<file path="src/rtl/mesi_pkg.sv">
package mesi_pkg;
  typedef enum logic [1:0] {
    ST_I = 2'd0,
    ST_S = 2'd1,
    ST_E = 2'd2,
    ST_M = 2'd3
  } line_st_e;

  localparam logic [1:0] OP_RD = 2'b00;
  localparam logic [1:0] OP_WR = 2'b01;
endpackage

</file>
<file path="src/rtl/mesi_arbiter.sv">
module mesi_arbiter #(
  parameter int NUM_CORES = 4
) (
  input  logic [NUM_CORES-1:0] req_i,
  output logic [NUM_CORES-1:0] gnt_o
);
  // isolate lowest set bit
  assign gnt_o = req_i & ~(req_i - NUM_CORES'(1));
endmodule

</file>
<file path="src/rtl/mesi_snoop.sv">
module mesi_snoop
  import mesi_pkg::*;
#(
  parameter int NUM_CORES = 4,
  localparam int IDX_W = $clog2(NUM_CORES)
) (
  input  line_st_e [NUM_CORES-1:0] st_i,
  input  logic [IDX_W-1:0]         self_i,
  output logic                     m_hit_o,
  output logic [IDX_W-1:0]         m_idx_o,
  output logic                     e_hit_o,
  output logic [IDX_W-1:0]         e_idx_o,
  output logic                     s_hit_o
);
  always_comb begin
    m_hit_o = 1'b0;
    m_idx_o = '0;
    e_hit_o = 1'b0;
    e_idx_o = '0;
    s_hit_o = 1'b0;
    for (int i = 0; i < NUM_CORES; i++) begin
      if (IDX_W'(i) != self_i) begin
        unique case (st_i[i])
          ST_M: begin m_hit_o = 1'b1; m_idx_o = IDX_W'(i); end
          ST_E: begin e_hit_o = 1'b1; e_idx_o = IDX_W'(i); end
          ST_S: s_hit_o = 1'b1;
          default: ;
        endcase
      end
    end
  end
endmodule

</file>
<file path="src/rtl/mesi_txn.sv">
module mesi_txn
  import mesi_pkg::*;
#(
  parameter int NUM_CORES = 4,
  parameter int DATA_W = 8,
  localparam int IDX_W = $clog2(NUM_CORES)
) (
  input  logic                            fire_i,
  input  logic [IDX_W-1:0]                idx_i,
  input  logic [1:0]                      op_i,
  input  logic [DATA_W-1:0]               wdata_i,
  input  line_st_e [NUM_CORES-1:0]        st_i,
  input  logic [NUM_CORES-1:0][DATA_W-1:0] data_i,
  input  logic [NUM_CORES-1:0]            vld_i,
  input  logic [DATA_W-1:0]               mem_i,
  input  logic                            m_hit_i,
  input  logic [IDX_W-1:0]                m_idx_i,
  input  logic                            e_hit_i,
  input  logic [IDX_W-1:0]                e_idx_i,
  input  logic                            s_hit_i,
  output line_st_e [NUM_CORES-1:0]        st_o,
  output logic [NUM_CORES-1:0][DATA_W-1:0] data_o,
  output logic [NUM_CORES-1:0]            vld_o,
  output logic [DATA_W-1:0]               mem_o,
  output logic [DATA_W-1:0]               rdata_o
);
  line_st_e me;
  assign me = st_i[idx_i];

  always_comb begin
    st_o    = st_i;
    data_o  = data_i;
    vld_o   = vld_i;
    mem_o   = mem_i;
    rdata_o = data_i[idx_i];
    if (fire_i) begin
      if (op_i == OP_RD) begin
        if (me == ST_I) begin
          vld_o[idx_i] = 1'b1;
          if (m_hit_i) begin
            mem_o          = data_i[m_idx_i];
            data_o[idx_i]  = data_i[m_idx_i];
            rdata_o        = data_i[m_idx_i];
            st_o[m_idx_i]  = ST_S;
            st_o[idx_i]    = ST_S;
          end else begin
            data_o[idx_i] = mem_i;
            rdata_o       = mem_i;
            if (e_hit_i) begin
              st_o[e_idx_i] = ST_S;
              st_o[idx_i]   = ST_S;
            end else if (s_hit_i) begin
              st_o[idx_i] = ST_S;
            end else begin
              st_o[idx_i] = ST_E;
            end
          end
        end
      end else if (op_i == OP_WR) begin
        if (me == ST_I && m_hit_i) mem_o = data_i[m_idx_i];
        for (int j = 0; j < NUM_CORES; j++) begin
          if (IDX_W'(j) != idx_i && (me == ST_I || (me == ST_S && st_i[j] == ST_S))) begin
            st_o[j]   = ST_I;
            data_o[j] = '0;
            vld_o[j]  = 1'b0;
          end
        end
        st_o[idx_i]   = ST_M;
        data_o[idx_i] = wdata_i;
        vld_o[idx_i]  = 1'b1;
      end else begin
        if (me == ST_M) mem_o = data_i[idx_i];
        st_o[idx_i]   = ST_I;
        data_o[idx_i] = '0;
        vld_o[idx_i]  = 1'b0;
      end
    end
  end
endmodule

</file>
<file path="src/rtl/mesi_ctrl.sv">
module mesi_ctrl
  import mesi_pkg::*;
#(
  parameter int NUM_CORES = 4,
  parameter int DATA_W = 8,
  localparam int IDX_W = $clog2(NUM_CORES)
) (
  input  logic                          clk_i,
  input  logic                          rst_ni,
  input  logic [NUM_CORES-1:0]          req_valid_i,
  input  logic [2*NUM_CORES-1:0]        req_op_i,
  input  logic [NUM_CORES*DATA_W-1:0]   req_wdata_i,
  output logic [NUM_CORES-1:0]          req_ready_o,
  output logic [NUM_CORES-1:0]          req_busy_o,
  output logic [NUM_CORES-1:0]          rsp_valid_o,
  output logic [DATA_W-1:0]             rsp_data_o,
  output logic [2*NUM_CORES-1:0]        line_state_o,
  output logic [NUM_CORES*DATA_W-1:0]   line_data_o,
  output logic [NUM_CORES-1:0]          line_valid_o,
  output logic [DATA_W-1:0]             mem_o,
  output logic                          coh_err_o
);
  logic [NUM_CORES-1:0][1:0]        op_a;
  logic [NUM_CORES-1:0][DATA_W-1:0] wd_a;
  assign op_a = req_op_i;
  assign wd_a = req_wdata_i;

  line_st_e [NUM_CORES-1:0]         st_q, st_d;
  logic [NUM_CORES-1:0][DATA_W-1:0] data_q, data_d;
  logic [NUM_CORES-1:0]             vld_q, vld_d;
  logic [DATA_W-1:0]                mem_q, mem_d, rdata;
  logic [NUM_CORES-1:0]             rsp_q;
  logic [DATA_W-1:0]                rsp_data_q;
  logic                             err_q, inv_bad;

  logic [NUM_CORES-1:0] gnt;
  logic [IDX_W-1:0]     idx;
  logic                 fire;
  logic                 m_hit, e_hit, s_hit;
  logic [IDX_W-1:0]     m_idx, e_idx;

  mesi_arbiter #(.NUM_CORES(NUM_CORES)) u_arb (
    .req_i(req_valid_i),
    .gnt_o(gnt)
  );

  always_comb begin
    idx = '0;
    for (int i = 0; i < NUM_CORES; i++) if (gnt[i]) idx = IDX_W'(i);
  end
  assign fire = |gnt;

  mesi_snoop #(.NUM_CORES(NUM_CORES)) u_snoop (
    .st_i   (st_q),
    .self_i (idx),
    .m_hit_o(m_hit),
    .m_idx_o(m_idx),
    .e_hit_o(e_hit),
    .e_idx_o(e_idx),
    .s_hit_o(s_hit)
  );

  mesi_txn #(.NUM_CORES(NUM_CORES), .DATA_W(DATA_W)) u_txn (
    .fire_i (fire),
    .idx_i  (idx),
    .op_i   (op_a[idx]),
    .wdata_i(wd_a[idx]),
    .st_i   (st_q),
    .data_i (data_q),
    .vld_i  (vld_q),
    .mem_i  (mem_q),
    .m_hit_i(m_hit),
    .m_idx_i(m_idx),
    .e_hit_i(e_hit),
    .e_idx_i(e_idx),
    .s_hit_i(s_hit),
    .st_o   (st_d),
    .data_o (data_d),
    .vld_o  (vld_d),
    .mem_o  (mem_d),
    .rdata_o(rdata)
  );

  // invariant monitor on registered state
  logic [NUM_CORES-1:0] holds;
  always_comb begin
    inv_bad = 1'b0;
    for (int i = 0; i < NUM_CORES; i++) holds[i] = (st_q[i] != ST_I);
    for (int i = 0; i < NUM_CORES; i++) begin
      if ((st_q[i] == ST_M || st_q[i] == ST_E) && ((holds & ~(NUM_CORES'(1) << i)) != '0))
        inv_bad = 1'b1;
      if ((st_q[i] == ST_S || st_q[i] == ST_E) && data_q[i] != mem_q)
        inv_bad = 1'b1;
    end
  end

  always_ff @(posedge clk_i or negedge rst_ni) begin
    if (!rst_ni) begin
      st_q       <= {NUM_CORES{ST_I}};
      data_q     <= '0;
      vld_q      <= '0;
      mem_q      <= '0;
      rsp_q      <= '0;
      rsp_data_q <= '0;
      err_q      <= 1'b0;
    end else begin
      st_q       <= st_d;
      data_q     <= data_d;
      vld_q      <= vld_d;
      mem_q      <= mem_d;
      rsp_q      <= gnt;
      rsp_data_q <= rdata;
      err_q      <= err_q | inv_bad;
    end
  end

  assign req_ready_o  = gnt;
  assign req_busy_o   = req_valid_i & ~gnt;
  assign rsp_valid_o  = rsp_q;
  assign rsp_data_o   = rsp_data_q;
  assign line_state_o = st_q;
  assign line_data_o  = data_q;
  assign line_valid_o = vld_q;
  assign mem_o        = mem_q;
  assign coh_err_o    = err_q;


  grant_onehot_chk: assert property (@(posedge clk_i) disable iff (!rst_ni)
    $onehot0(req_ready_o) && ((req_ready_o & ~req_valid_i) == '0));

  grant_taken_chk: assert property (@(posedge clk_i) disable iff (!rst_ni)
    (req_valid_i != '0) |-> (req_ready_o != '0));

  no_coh_err_chk: assert property (@(posedge clk_i) disable iff (!rst_ni) !coh_err_o);

  for (genvar g = 0; g < NUM_CORES; g++) begin : g_chk

    owner_alone_chk: assert property (@(posedge clk_i) disable iff (!rst_ni)
      (st_q[g] == ST_M || st_q[g] == ST_E) |-> ((holds & ~(NUM_CORES'(1) << g)) == '0));

    clean_copy_chk: assert property (@(posedge clk_i) disable iff (!rst_ni)
      (st_q[g] == ST_S || st_q[g] == ST_E) |-> (data_q[g] == mem_q));

    silent_upgrade_chk: assert property (@(posedge clk_i) disable iff (!rst_ni)
      (req_ready_o[g] && op_a[g] == OP_WR && st_q[g] == ST_E)
      |=> (st_q[g] == ST_M && $stable(mem_q)));

    dirty_evict_chk: assert property (@(posedge clk_i) disable iff (!rst_ni)
      (req_ready_o[g] && op_a[g][1] && st_q[g] == ST_M)
      |=> (st_q[g] == ST_I && mem_q == $past(data_q[g])));

    write_owns_chk: assert property (@(posedge clk_i) disable iff (!rst_ni)
      (req_ready_o[g] && op_a[g] == OP_WR) |=> (st_q[g] == ST_M && rsp_valid_o[g]));

    read_hit_chk: assert property (@(posedge clk_i) disable iff (!rst_ni)
      (req_ready_o[g] && op_a[g] == OP_RD && st_q[g] != ST_I)
      |=> ($stable(st_q) && $stable(mem_q)));
  end
endmodule

</file>
<file path="config.mk">
export PLATFORM = sky130hd
export DESIGN_NAME = mesi_ctrl
export DESIGN_NICKNAME = d
export VERILOG_FILES = /design/src/rtl/mesi_pkg.sv /design/src/rtl/mesi_arbiter.sv /design/src/rtl/mesi_snoop.sv /design/src/rtl/mesi_txn.sv /design/src/rtl/mesi_ctrl.sv
export SDC_FILE = /design/constraint.sdc
export NUM_CORES = 1
export LEC_CHECK = 0
export ABC_AREA = 1
export CAP_MARGIN = 5
export CORE_UTILIZATION = 30
export DETAILED_ROUTE_END_ITERATION = 10
export PLACE_DENSITY = 0.51
export RECOVER_POWER = 25
export SYNTH_ARGS = -nofsm -noshare
export SYNTH_HDL_FRONTEND = slang
export SYNTH_SLANG_ARGS = --single-unit
export TNS_END_PERCENT = 1
</file>
<file path="constraint.sdc">
create_clock -name clk_i -period 2 [get_ports clk_i]
set_input_delay 0.4 -clock clk_i [delete_from_list [all_inputs] [get_ports clk_i]]
set_output_delay 0.4 -clock clk_i [all_outputs]
set_load 0.005 [all_outputs]
</file>
==> results.json <==
{
  "outcome": "finished, violations left",
  "violations": "setup timing",
  "numCtsBuffers": 9,
  "end_kind": "flip-flop",
  "synth_edf_count": 0,
  "synth_compound_area_frac": 0.0706,
  "crit_path_start": "req_valid_i[0]",
  "path_depth": 17,
  "cts-root-buf": "clkbuf_16",
  "cp.required_ns": 2.29,
  "ys_seq_area_frac": 0.254,
  "grt_max_degree": 36,
  "reg2regPathDepth": 10,
  "cts_max_level": 3,
  "worstPathArrival_ns": 2.33,
  "initialDrtViolationCount": 739,
  "r2r_setup_slack_ns": 0,
  "pin_count": 119,
  "grt_pass1_wl_um": 44800,
  "drive_above_1_share": 0.240,
  "cp_max_fo": 8,
  "via_per_inst": 5.01,
  "hpwl_um": 23400,
  "grt_pass1_vias": 7291,
  "core-area_mm2": 0.0210,
  "syn_area_per_cell_um2": 5.83,
  "grt.overflow.total": 0,
  "clkLatencyLatePin_ns": 0.35,
  "yosysTopAreaCell": "nand2_1",
  "cp-start-kind": "primary input",
  "synth-simple-area-share": 0.519,
  "leakagePower_nw": 5.10,
  "ant_nets": 0,
  "ys_top_cells_by_area": "nand2_1, dfrtp_1, nand3_1",
  "cap_violations": 0,
  "period_share": 1.02,
  "antenna_found_initial": 0,
  "tightestPinTransition_ns": 0.947,
  "areaGrowthSynthToFinish_pct": 54.1,
  "power_density_mw_per_mm2": 1230,
  "cts_tree": "yes",
  "cp_num_buf_inv": 6,
  "clock_path_buffers": 2,
  "path_cells": "buf_12 -> nor2_4 -> buf_6 -> nand3_4 -> nand2_8 -> buf_6 -> nand2_1 -> nand3_2 -> nand2_2 -> nor2_4 -> buf_12 -> buf_12 -> clkbuf_16 -> nand4_1 -> nand2_1 -> nand2_1 -> nand2_1",
  "slew_headroom": 0.369,
  "fillers": 2186,
  "synthXorXnorAreaFrac": 0.0178,
  "max_freq_mhz": 490,
  "dr_total_vias": 8134,
  "slew_violations": 0,
  "grt_usage": 0.274,
  "crit_type": "primary input to flip-flop",
  "dp_slack_ns": -1.02,
  "ys_ff_latch": 65,
  "crit_path_end": "line_data_o[20]",
  "portBuffers": 117,
  "vdd_drop_max_mv": 0.589,
  "die_x_um": 148,
  "power_mw": 12.2,
  "fin_ws_ns": -0.0393,
  "n_antenna_cell": 0,
  "start_util": 0.305,
  "yosys.area.top_type_share": 0.297,
  "drt_pass1_iterations": 5,
  "synth_mux_area_frac": 0,
  "synthCells": 1099,
  "path_common_cell": "nand2_1",
  "async_flop_share": 1.00,
  "hp-class": "primary input to asynchronous set/reset pin",
  "drc": 0,
  "yosysMostFrequentCell": "nand2_1",
  "slowest_delay_ns": 0.18,
  "setup_tns_ns": -0.269,
  "syn_area_mm2": 0.00641,
  "synth-main-ff-cell": "dfrtp_1",
  "dieArea_mm2": 0.0220,
  "finalHoldViolCount": 0,
  "finalCriticalPeriod_ns": 2.04,
  "synth_commonest_cells": "nand2_1, inv_1, nand3_1",
  "gp_congestion": 0.954,
  "rsz0062_at_grt": "yes",
  "fin_nets": 1405,
  "syn_nets": 1161,
  "synth_top_family_by_area": "simple AND/OR/NAND/NOR gates",
  "crit_family": "simple AND/OR/NAND/NOR gates",
  "cpMaxStageDelayCell": "nor2_4",
  "clock_sinks": 65,
  "fp.dieH_um": 148,
  "clk_pin_slew_worst_paths_ns": 0.06,
  "routedWlPerCell_um": 18.6,
  "synth.distinct_cells": 41,
  "synth_fa_ha_area_frac": 0.0312,
  "totalWireLength_um": 30200,
  "setup_violations": 18,
  "yosys_warnings": 0,
  "fp-row-count": 53,
  "finalClockSkew_ns": 0.0107
}
==> worst register-to-register path: cells and delay by family (launching register included) <==
| family | cells | cell delay (ns) |
|---|---|---|
| buf+inv | 2 | 0.26 |
| fa+ha+maj | 1 | 0.21 |
| simple gates | 5 | 0.64 |
| compound gates | 2 | 0.33 |
| flops | 1 | 0.44 |
==> per-layer routing <==
layer | vias up | global-route usage | wire, um
li1 | 3984 | - | -
met1 | 3753 | 0.404 | 13900
met3 | 38 | 0.0393 | 2560
met5 | - | 0 | 0
met4 | 0 | 0.0758 | 645
met2 | 359 | 0.410 | 13100
==> layout make-up <==
type | instances | area (um2) | area share
inverters | 115 | 453 | 0.0458
clock buffers | 9 | 225 | 0.0228
multi-input cells | 875 | 4530 | 0.458
well taps | 275 | 344 | 0.0348
clock inverters | 7 | 125 | 0.0127
flip-flops and latches | 65 | 1630 | 0.165
repair buffers | 277 | 2580 | 0.261
==> kinds of logic (layout without fill, tap and decap cells) <==
family,after synthesis,count (layout)
buffers and inverters,160,408
AOI/OAI and AO/OA,78,78
xor gates and xnor gates,13,13
and+or+nand+nor,766,767
other,1,1
adders and majority gates,16,16
DFF,65,65
==> how the worst min path moves through the flow <==
stage	slack [ns]	start	to	cells after the start
final	0.16	rst_ni	mem_o[5]	1
after global routing	0.23	rst_ni	line_data_o[29]	1
after CTS	0.02	rst_ni	mem_o[5]	1
after detailed placement	0.39	rst_ni	mem_o[3]	1
after global placement	0.39	rst_ni	mem_o[5]	1
after floorplan	0.10	rst_ni	asynchronous set/reset pin	0
==> placed cells by master, fill, tap and decap left out, types with 5 or more instances in the layout <==
cell	netlist	final
nand2_1	507	473
buf_4	8	132
clkdlybuf4s50_1	0	108
inv_1	103	95
nand3_1	87	72
dfrtp_1	65	63
nor2_1	76	59
nand4_1	46	46
nand2_2	7	33
o21ai_1	13	23
o21ai_0	35	22
nor2_4	10	20
nand3_2	5	16
buf_6	4	15
inv_2	12	13
nor2_2	4	12
clkbuf_16	0	12
or2_2	10	10
ha_1	16	10
nand2_4	3	9
nand3b_1	9	9
buf_12	0	8
xnor2_1	7	7
o22ai_1	6	6
xor2_1	6	6
nand3_4	1	5
inv_4	0	5
==> through the flow <==
step	hold WS [ns]	cells	area, um2	util
after global routing	0.235	1623	9880	0.470
after detailed placement	0.387	1580	8750	0.416
after global placement	0.386	1580	8750	0.416
after floorplan	0.104	1099	6410	-
after CTS	0.0172	1599	9210	0.438
final	0.158	1623	9880	0.470
==> what timing repair did <==
item | in CTS | in global routing
gates resized for setup | 43 | 146
hold buffers | 0 | 0
setup buffers | 3 | 20
cloned | 0 | 4
setup endpoints to repair | 68 | 63
pin swaps | 7 | 54
==> power by group <==
group          internal [mW]  switching (mW)
clock                   1.23           0.682
sequential              1.76           0.827
combinational           3.40            4.29
total                   6.39            5.80
Note: power is estimated with default switching activity, not from simulation.
